`src/rtl/pwr_mode_pkg.sv`:
```
package pwr_mode_pkg;

  typedef enum logic [2:0] {
    PM_OFF,
    PM_RAMP,
    PM_ON,
    PM_NAP,
    PM_DRAIN
  } pm_state_e;

  // Rail index enabled at a given step of the chosen built-in sequence.
  function automatic int seq_pick(input logic [1:0] mode, input int step, input int n);
    int alt;
    alt = step ^ 1;
    case (mode)
      2'd1:    return n - 1 - step;
      2'd2:    return (alt < n) ? alt : step;
      default: return step;
    endcase
  endfunction

  // Last count value of a slot for the selected length.
  function automatic int slot_last(input logic long_sel, input int short_c, input int long_c);
    return (long_sel ? long_c : short_c) - 1;
  endfunction

endpackage

```
`src/rtl/pm_button_filter.sv`:
```
module pm_button_filter #(
  parameter int DEB_CYC  = 4,
  parameter int LONG_CYC = 60
) (
  input  logic clk,
  input  logic rst_n,
  input  logic btn_n,
  output logic btn_lvl,
  output logic btn_fall,
  output logic long_hit
);
  localparam int DW = $clog2(DEB_CYC + 1);
  localparam int LW = $clog2(LONG_CYC + 1);

  logic          lvl_q;
  logic [DW-1:0] dcnt_q;
  logic [LW-1:0] lcnt_q;
  logic          accept;

  assign accept   = (btn_n != lvl_q) && (dcnt_q == DW'(DEB_CYC - 1));
  assign btn_fall = accept && lvl_q;
  assign long_hit = !lvl_q && (lcnt_q == LW'(LONG_CYC - 1));
  assign btn_lvl  = lvl_q;

  always_ff @(posedge clk or negedge rst_n) begin
    if (!rst_n) begin
      lvl_q  <= 1'b1;
      dcnt_q <= '0;
    end else if (btn_n == lvl_q) begin
      dcnt_q <= '0;
    end else if (accept) begin
      lvl_q  <= btn_n;
      dcnt_q <= '0;
    end else begin
      dcnt_q <= dcnt_q + 1'b1;
    end
  end

  // Counts how long the accepted level has been low, saturating.
  always_ff @(posedge clk or negedge rst_n) begin
    if (!rst_n)                         lcnt_q <= '0;
    else if (lvl_q)                     lcnt_q <= '0;
    else if (lcnt_q != LW'(LONG_CYC))   lcnt_q <= lcnt_q + 1'b1;
  end
endmodule

```
`src/rtl/pm_slot_timer.sv`:
```
module pm_slot_timer
  import pwr_mode_pkg::*;
#(
  parameter int SLOT_SHORT_CYC = 3,
  parameter int SLOT_LONG_CYC  = 8
) (
  input  logic clk,
  input  logic rst_n,
  input  logic run,
  input  logic len_sel,
  output logic tick
);
  localparam int MAXC = (SLOT_LONG_CYC > SLOT_SHORT_CYC) ? SLOT_LONG_CYC : SLOT_SHORT_CYC;
  localparam int CW   = $clog2(MAXC + 1);

  logic [CW-1:0] cnt_q;
  logic [CW-1:0] last;

  assign last = CW'(slot_last(len_sel, SLOT_SHORT_CYC, SLOT_LONG_CYC));
  assign tick = run && (cnt_q == last);

  always_ff @(posedge clk or negedge rst_n) begin
    if (!rst_n)            cnt_q <= '0;
    else if (!run || tick) cnt_q <= '0;
    else                   cnt_q <= cnt_q + 1'b1;
  end
endmodule

```
`src/rtl/pm_supply_gate.sv`:
```
module pm_supply_gate #(
  parameter int N_SUP = 4
) (
  input  logic             live,
  input  logic             nap,
  input  logic [N_SUP-1:0] en_q,
  input  logic [N_SUP-1:0] keep_on,
  input  logic [N_SUP-1:0] ext_sel,
  input  logic [N_SUP-1:0] ext_en,
  output logic [N_SUP-1:0] sup_en,
  output logic [N_SUP-1:0] sup_lp
);
  for (genvar i = 0; i < N_SUP; i++) begin : g_rail
    logic handed;
    assign handed    = live && ext_sel[i];
    assign sup_en[i] = handed ? ext_en[i] : en_q[i];
    assign sup_lp[i] = nap && en_q[i] && !keep_on[i] && !ext_sel[i];
  end
endmodule

```
`src/rtl/pwr_mode_ctrl.sv`:
```
module pwr_mode_ctrl
  import pwr_mode_pkg::*;
#(
  parameter int N_SUP          = 4,
  parameter int DEB_CYC        = 4,
  parameter int LONG_CYC       = 60,
  parameter int SLOT_SHORT_CYC = 3,
  parameter int SLOT_LONG_CYC  = 8
) (
  input  logic             clk,
  input  logic             rst_n,
  input  logic             btn_n,
  input  logic             hold,
  input  logic             sw_on,
  input  logic             sleep_req,
  input  logic             fault,
  input  logic [1:0]       boot_sel,
  input  logic             slot_boot_sel,
  input  logic             slot_wake_sel,
  input  logic [N_SUP-1:0] keep_on,
  input  logic [N_SUP-1:0] set_off,
  input  logic [N_SUP-1:0] ext_sel,
  input  logic [N_SUP-1:0] ext_en,
  output logic [N_SUP-1:0] sup_en,
  output logic [N_SUP-1:0] sup_lp,
  output logic             rst_out_n,
  output logic             btn_irq
);
  localparam int SW = $clog2(N_SUP + 1);
  localparam int IW = (N_SUP > 1) ? $clog2(N_SUP) : 1;
  localparam logic [SW-1:0] STEP_END = SW'(N_SUP);

  pm_state_e      st_q;
  logic [N_SUP-1:0] en_q;
  logic [SW-1:0]  step_q;
  logic [1:0]     boot_q;
  logic           wake_q, rst_q, irq_q, force_q;

  logic btn_lvl, btn_fall, long_hit, tick, on_req;
  logic go_drain, go_nap, go_wake;
  logic in_ramp, nap_entry;
  logic [IW-1:0] pick_up, pick_dn;

  pm_button_filter #(.DEB_CYC(DEB_CYC), .LONG_CYC(LONG_CYC)) u_btn (
    .clk(clk), .rst_n(rst_n), .btn_n(btn_n),
    .btn_lvl(btn_lvl), .btn_fall(btn_fall), .long_hit(long_hit)
  );

  pm_slot_timer #(.SLOT_SHORT_CYC(SLOT_SHORT_CYC), .SLOT_LONG_CYC(SLOT_LONG_CYC)) u_slot (
    .clk(clk), .rst_n(rst_n),
    .run(st_q == PM_RAMP || st_q == PM_DRAIN),
    .len_sel(wake_q ? slot_wake_sel : slot_boot_sel),
    .tick(tick)
  );

  pm_supply_gate #(.N_SUP(N_SUP)) u_gate (
    .live(st_q == PM_ON || st_q == PM_NAP), .nap(st_q == PM_NAP),
    .en_q(en_q), .keep_on(keep_on), .ext_sel(ext_sel), .ext_en(ext_en),
    .sup_en(sup_en), .sup_lp(sup_lp)
  );

  // Internal events, named so the checker can watch them.
  assign on_req    = (!btn_lvl || hold || sw_on) && !force_q;
  assign go_drain  = long_hit || !on_req;
  assign go_nap    = sleep_req && btn_lvl;
  assign go_wake   = btn_fall || !sleep_req;
  assign in_ramp   = (st_q == PM_RAMP);
  assign nap_entry = (st_q == PM_ON) && !fault && !go_drain && go_nap;

  assign pick_up = IW'(seq_pick(boot_q, int'(step_q), N_SUP));
  assign pick_dn = IW'(seq_pick(boot_q, int'(step_q) - 1, N_SUP));

  assign rst_out_n = rst_q;
  assign btn_irq   = irq_q;

  always_ff @(posedge clk or negedge rst_n) begin
    if (!rst_n) begin
      irq_q   <= 1'b0;
      force_q <= 1'b0;
    end else begin
      irq_q <= btn_fall;
      if (long_hit)     force_q <= 1'b1;
      else if (btn_lvl) force_q <= 1'b0;
    end
  end

  always_ff @(posedge clk or negedge rst_n) begin
    if (!rst_n) begin
      st_q   <= PM_OFF;
      en_q   <= '0;
      step_q <= '0;
      boot_q <= '0;
      wake_q <= 1'b0;
      rst_q  <= 1'b0;
    end else if (fault) begin
      st_q   <= PM_OFF;
      en_q   <= '0;
      step_q <= '0;
      rst_q  <= 1'b0;
    end else begin
      case (st_q)
        PM_OFF: if (on_req) begin
          st_q   <= PM_RAMP;
          step_q <= '0;
          boot_q <= boot_sel;
          wake_q <= 1'b0;
        end
        PM_RAMP: if (tick) begin
          if (step_q != STEP_END) begin
            en_q[pick_up] <= 1'b1;
            step_q        <= step_q + 1'b1;
          end else begin
            st_q  <= PM_ON;
            rst_q <= 1'b1;
          end
        end
        PM_ON: if (go_drain) begin
          st_q   <= PM_DRAIN;
          rst_q  <= 1'b0;
          step_q <= STEP_END;
          wake_q <= 1'b0;
        end else if (go_nap) begin
          st_q <= PM_NAP;
          en_q <= en_q & ~(set_off & ~keep_on & ~ext_sel);
        end
        PM_NAP: if (go_drain) begin
          st_q   <= PM_DRAIN;
          rst_q  <= 1'b0;
          step_q <= STEP_END;
          wake_q <= 1'b0;
        end else if (go_wake) begin
          st_q   <= PM_RAMP;
          step_q <= '0;
          wake_q <= 1'b1;
        end
        PM_DRAIN: if (tick) begin
          if (step_q != '0) begin
            en_q[pick_dn] <= 1'b0;
            step_q        <= step_q - 1'b1;
          end else begin
            st_q <= PM_OFF;
          end
        end
        default: st_q <= PM_OFF;
      endcase
    end
  end
endmodule

```
`config.mk`:
```
export PLATFORM = sky130hd
export DESIGN_NAME = pwr_mode_ctrl
export DESIGN_NICKNAME = d
export VERILOG_FILES = /design/src/rtl/pwr_mode_pkg.sv /design/src/rtl/pm_button_filter.sv /design/src/rtl/pm_slot_timer.sv /design/src/rtl/pm_supply_gate.sv /design/src/rtl/pwr_mode_ctrl.sv
export SDC_FILE = /design/constraint.sdc
export NUM_CORES = 1
export LEC_CHECK = 0
export BUFFER_PORTS_ARGS = -buffer_cell sky130_fd_sc_hd__clkbuf_2
export CAP_MARGIN = 20
export CORE_MARGIN = 3
export CORE_UTILIZATION = 50
export DETAILED_ROUTE_END_ITERATION = 10
export GPL_ROUTABILITY_DRIVEN = 0
export GPL_TIMING_DRIVEN = 1
export HOLD_SLACK_MARGIN = 0.06
export PLACE_DENSITY_LB_ADDON = 0.12
export SLEW_MARGIN = 20
export SYNTH_ARGS = -nofsm -noshare
export SYNTH_HDL_FRONTEND = slang
export SYNTH_SLANG_ARGS = --single-unit
```
`constraint.sdc`:
```
create_clock -name clk -period 4.86 [get_ports clk]
set_clock_uncertainty 0.15 [all_clocks]
set_input_delay 0.243 -clock clk [delete_from_list [all_inputs] [get_ports clk]]
set_output_delay 0.243 -clock clk [all_outputs]
set_load 0.005 [all_outputs]
```
# After elaboration in Yosys (flattened, before gate mapping)

Cells that the tools add are included.

Bits in registers: 30
Input port bits: 27
Output and inout bits: 10

Add/subtract/negate cells: 9
Order comparisons: 6
Equal/unequal tests: 29
Mux-type cells: 59
Bitwise gates (word level): 13
Reduce and logical (&&, ||, !) cells: 60

Operator list:

| operator                                                                     | count |
|---|---|
| 3-bit 2-to-1 mux                                                             | 21 |
| 4-bit 2-to-1 mux                                                             | 9 |
| 3-bit one-hot mux with 5 select lines                                        | 2 |
| 1-bit logical AND                                                            | 24 |
| 3-bit != test, second input constant                                         | 8 |
| 1-bit 2-to-1 mux                                                             | 18 |
| 4-bit AND                                                                    | 4 |
| 4-bit NOT                                                                    | 4 |
| 7-bit AND reduction                                                          | 2 |
| 1-bit logical NOT                                                            | 13 |
| 6-bit 2-to-1 mux                                                             | 2 |
| 3-bit by 2-bit != test with 1-bit output, second input constant              | 4 |
| 4-bit one-hot mux with 3 select lines                                        | 1 |
| 3-bit by 2-bit == test with 1-bit output, second input constant              | 3 |
| 3-bit nonzero test                                                           | 3 |
| 4-bit != test, second input constant                                         | 2 |
| 2-bit one-hot mux with 2 select lines                                        | 2 |
| 8-bit AND reduction                                                          | 1 |
| 1-bit logical OR                                                             | 7 |
| 3-bit by 1-bit adder with 3-bit output, second input constant                | 2 |
| 6-bit by 1-bit adder with 6-bit output, second input constant                | 1 |
| 6-bit == test, second input constant                                         | 1 |
| 2-bit by 3-bit less-than comparator with 1-bit output, second input constant | 2 |
| 6-bit != test, second input constant                                         | 1 |
| 32 further kinds                                                             | 39 |

# Longest topological paths before layout

Word-level depth: 15
Gate-level depth with buffers: 9

# Modules after synthesis

Synthesis repeated with hierarchy kept, for this count alone.

Cells, all modules: 229
Area total of the unflattened synthesis: 2165.8 µm²

By module, submodules not included:

| module           | times used | cells an instance | area each (µm²) | seq. area each (µm²) |
|---|---|---|---|---|
| pwr_mode_ctrl    | 1          | 150               | 1331.3          | 400.4 |
| pm_button_filter | 1          | 47                | 520.5           | 251.5 |
| pm_slot_timer    | 1          | 19                | 200.2           | 100.1 |
| pm_supply_gate   | 1          | 13                | 113.9           | 0.0 |

# Least setup slack after synthesis

No wires, ideal clock.

Path kind: register -> register
Start: register u_btn.lcnt_q[0]
End: register st_q[0]
Data arrival time: 1.903 ns
Setup slack: 2.689 ns
Cell stages (with the launch flop): 8
Path buffers: 1
Period minus slack after synthesis: 2.171 ns
Cell sequence: dfrtp_1 > ha_1 > nor4bb_2 > a211o_4 > buf_8 > o22ai_4 > o41ai_2 > a2bb2o_4

Longest elaborated chain between the ends: 6
Elaborated cells between the ends (all ways): 10
Classes of those cells: eq/ne: 3; mux: 4; reduce/logical: 3

RTL lines:

| item                                  | line                                       | text |
|---|---|---|
| from (decl)                           | pm_button_filter.sv:17                     | `logic [LW-1:0] lcnt_q;` |
| from (signal assigned)                | pm_button_filter.sv:43                     | `else if (lcnt_q != LW'(LONG_CYC)) lcnt_q <= lcnt_q + 1'b1;` |
| 6-bit == test (*)                     | pm_button_filter.sv:22                     | `assign long_hit = !lvl_q && (lcnt_q == LW'(LONG_CYC - 1));` |
| 1-bit logical AND (*)                 | pm_button_filter.sv:22                     |  |
| 1-bit logical OR (*)                  | pwr_mode_ctrl.sv:64                        | `assign go_drain = long_hit \|\| !on_req;` |
| 3-bit 2-to-1 mux (on tied branches)   | pwr_mode_ctrl.sv:126, pwr_mode_ctrl.sv:117 |  |
| 3-bit one-hot mux with 5 select lines | pwr_mode_ctrl.sv:101                       | `case (st_q)` |
| 3-bit 2-to-1 mux                      | pwr_mode_ctrl.sv:95                        | `end else if (fault) begin` |
| to (signal assigned)                  | pwr_mode_ctrl.sv:96                        | `st_q <= PM_OFF;` |
| to (signal assigned)                  | pwr_mode_ctrl.sv:103                       | `st_q <= PM_RAMP;` |
| to (signal assigned)                  | pwr_mode_ctrl.sv:127                       | `st_q <= PM_DRAIN;` |
| to (decl)                             | pwr_mode_ctrl.sv:33                        | `pm_state_e st_q;` |

Mark *: on every way between the ends. The rest lies on a longest branch, timed or not.
A chain may end at the register's enable or synchronous reset.

# Final worst setup path

Start: register step_q[0]
End: register st_q[0]

Longest elaborated chain between the ends: 3
Elaborated cells between the ends (all ways): 5
Classes of those cells: eq/ne: 3; reduce/logical: 2

RTL lines:

| item                                                       | line                                       | text |
|---|---|---|
| from (decl)                                                | pwr_mode_ctrl.sv:35                        | `logic [SW-1:0] step_q;` |
| from (signal assigned)                                     | pwr_mode_ctrl.sv:111                       | `step_q <= step_q + 1'b1;` |
| from (signal assigned)                                     | pwr_mode_ctrl.sv:139                       | `step_q <= step_q - 1'b1;` |
| 3-bit != test / 3-bit nonzero test (equally long branches) | pwr_mode_ctrl.sv:109, pwr_mode_ctrl.sv:137 |  |
| 3-bit != test (no source line)                             | -                                          |  |
| 7-bit AND reduction (no source line) (*)                   | -                                          |  |
| to (signal assigned)                                       | pwr_mode_ctrl.sv:113                       | `st_q <= PM_ON;` |
| to (signal assigned)                                       | pwr_mode_ctrl.sv:118                       | `st_q <= PM_DRAIN;` |
| to (signal assigned)                                       | pwr_mode_ctrl.sv:123                       | `st_q <= PM_NAP;` |

Marked as above.

==> results.sh <==
export IMPL_start_util_pct=53.6
export IMPL_slowest_delay_ns=0.45
export IMPL_crit_type="flip-flop to flip-flop"
export IMPL_crit_path_cell_trace="inv_1, ha_1, nor2b_1, a2bb2oi_1, o21ai_0, o41ai_2, a2bb2o_4"
export IMPL_crit_fanout=8
export IMPL_arrival_ns=2.45
export IMPL_portBuffers=36
export IMPL_whs_ns=0.145
export IMPL_holdPathEnd="step_q[0]"
export IMPL_setup_ws_ns=2.44
export IMPL_ant_nets=0
export IMPL_rsz0062_at_grt="no"
export IMPL_drc_errors=0
export IMPL_r2r_start="step_q[0]"
export IMPL_critPathTopFamily="compound AO/OA/AOI/OAI gates"
export IMPL_reg2reg_to="st_q[0]"
export IMPL_diodes=0
export IMPL_rrSetupSlack_ns=2.44
export IMPL_grt_pass1_wl_um=8380
export IMPL_post_route_period_util_pct=49.9
export IMPL_vias=1928
export IMPL_grt_max_degree=31
export IMPL_finalSetupViolations=0
export IMPL_cts_sinks=30
export IMPL_fin_nets=322
export IMPL_slew_violations=0
export IMPL_synth_compound_area_share_pct=26.2
export IMPL_placed_area_um2=2400
export IMPL_cts_made_buffers=5
export IMPL_initialDrtViolationCount=188
export IMPL_hold_viol=0
export IMPL_die_area_um2=5250
export IMPL_ys_top_cells_by_area="dfrtp_1 (33%), ha_1 (4.5%), nor2_1 (3.7%)"
export IMPL_synth_area_um2=2210
export IMPL_layout_drive_gt1_share_pct=20.6
export IMPL_vdd_drop_max_mv=0.339
export IMPL_timing_final_crit_period_ns=2.42
export IMPL_die_h_um=72.4
export IMPL_synth_seq_area_share_pct=34.1
export IMPL_die_width_um=72.4
export IMPL_status="completed"
export IMPL_cts_setup_buffers=0
export IMPL_ys_ff_latch=30
export IMPL_cp_slowest_cell="dfrtp_1"
export IMPL_cts_htree_levels=2
export IMPL_path_clk_slew_ns=0.07
export IMPL_relSlewSlack_pct=48.9
export IMPL_rows=23
export IMPL_synth_top_cells_by_count="dfrtp_1 (29), nor2_1 (22), nand2_1 (18), inv_1 (16), a21oi_1 (15)"
export IMPL_drv_cap=0
export IMPL_place_detailed_hpwl_um=3780
export IMPL_reg2reg_depth=7
export IMPL_synth_most_common_cell="dfrtp_1"
export IMPL_cts_root_buffer="clkbuf_8"
export IMPL_route_detailed_wl_per_inst_um=15.1
export IMPL_end_kind="flip-flop"
export IMPL_cts_tree="yes"
export IMPL_place_worst_setup_slack_ns=2.45
export IMPL_synthArstFlopShare_pct=100
export IMPL_synth_edf_count=0
export IMPL_synthMuxAreaShare_pct=3.46
export IMPL_yosys_area_share_simple_pct=24.1
export IMPL_hold_depth=2
export IMPL_synth_top_area_share_pct=32.9
export IMPL_vias_per_cell=5.72
export IMPL_fmax_ghz=0.412
export IMPL_stdcell_area_um2=2550
export IMPL_worst_path_buf_inv=1
export IMPL_start_kind="flip-flop"
export IMPL_yosysWarningCount=0
export IMPL_synthCells=247
export IMPL_tightest_slew_ns=0.767
export IMPL_routed_wl_um=5080
export IMPL_overflow=0
export IMPL_clockBufferDepth=2
export IMPL_critPathRequiredTime_ns=4.89
export IMPL_grtUsageTotal_pct=20.5
export IMPL_tns_ns=0
export IMPL_syn_num_nets=283
export IMPL_hp_class="input pin to flip-flop"
export IMPL_p_per_area_nw_per_um2=517
export IMPL_crit_start="step_q[0]"
export IMPL_grt_antenna_before_repair=0
export IMPL_cellLeakagePower_nw=1.15
export IMPL_ys_flop_type="dfrtp_1"
export IMPL_dr_pass1_iters=4
export IMPL_synth_adder_area_share_pct=5.44
export IMPL_grt_pass1_vias=1792
export IMPL_synth_largest_area_cell="dfrtp_1"
export IMPL_area_delta_synth_final_pct=15.7
export IMPL_synth_xor_area_share_pct=1.59
export IMPL_hold_start="fault"
export IMPL_syn_area_per_cell_um2=8.94
export IMPL_io_pin_count=37
export IMPL_synth_top_family_by_area="compound AO/OA/AOI/OAI gates"
export IMPL_clk_latency_ns=0.28
export IMPL_synth_cell_types=62
export IMPL_coreArea_um2=4120
-- worst max-delay path by stage --
stage	to	slack (ns)	depth (start not counted)
after global routing	st_q[0]	2.28	7
after detailed placement	st_q[0]	2.45	7
after CTS	st_q[0]	2.44	7
final	st_q[0]	2.44	7
after floorplan	st_q[0]	2.69	7
after global placement	st_q[0]	2.50	7
-- metal layers --
metal,routed length [um],GRT usage (%)
met5,0,0
met2,2180,30.3
met1,2600,30.3
met4,55,5.53
met3,248,4.57
-- logic make-up (layout without fill, tap and decap cells) --
group | Yosys count | count (layout)
mux | 7 | 7
flops | 30 | 30
xor+xnor | 4 | 4
simple gates | 97 | 97
compound gates | 76 | 76
buf+inv | 24 | 64
fa+ha+maj | 9 | 9
-- metrics by stage --
step	instances	util, %	power (W)
2_1_floorplan	247	-	0.000917
3_3_place_gp	325	58.3	0.00105
3_5_place_dp	325	58.3	0.00105
4_1_cts	337	62.1	0.00132
5_1_grt	337	62.1	0.00143
6_report	337	62.1	0.00132
-- cell usage in the layout (no fill, tap or decap), drive strengths merged, types with 7 or more instances in the layout --
cell	synthesis	layout
nand2	18	18
inv	16	16
a21oi	15	15
ha	8	8
o21ai	13	13
clkbuf	2	43
a211oi	7	7
nand3	10	10
dfrtp	29	29
nor2	23	23
and3	9	9
-- where the power goes --
group | switching (W) | leakage, nW | internal [W] | total, W
sequential | 0.000106 | 0.400 | 0.000319 | 0.000425
combinational | 0.000347 | 0.691 | 0.000285 | 0.000632
clock | 0.0000960 | 0.0585 | 0.000167 | 0.000263
total | 0.000549 | 1.15 | 0.000771 | 0.00132
-- layout make-up --
| class | instances | area [um2] |
|---|---|---|
| Tap cell | 50 | 62.6 |
| Inverter | 16 | 60.1 |
| Clock buffer | 7 | 86.3 |
| Sequential cell | 30 | 752 |
| Timing Repair Buffer | 40 | 220 |
| Fill cell | 355 | 1560 |
| Multi-Input combinational cell | 193 | 1340 |
| Clock inverter | 1 | 30.0 |
-- state kept, by name, indices dropped and copies added (netlist names) --
name / count
u_btn.lcnt_q: 6
en_q: 4
u_slot.cnt_q: 4
st_q: 3
step_q: 3
u_btn.dcnt_q: 3
boot_q: 2
btn_irq: 1
force_q: 1
rst_out_n: 1
u_btn.btn_lvl: 1
wake_q: 1
-- timing repair --
action	4_1_cts	5_1_grt
setup endpoints to repair	0	0
gates resized for setup	0	0
hold buffers	4	0
endpoints found under the hold margin	32	0
Power figures use the tool's default switching activity.
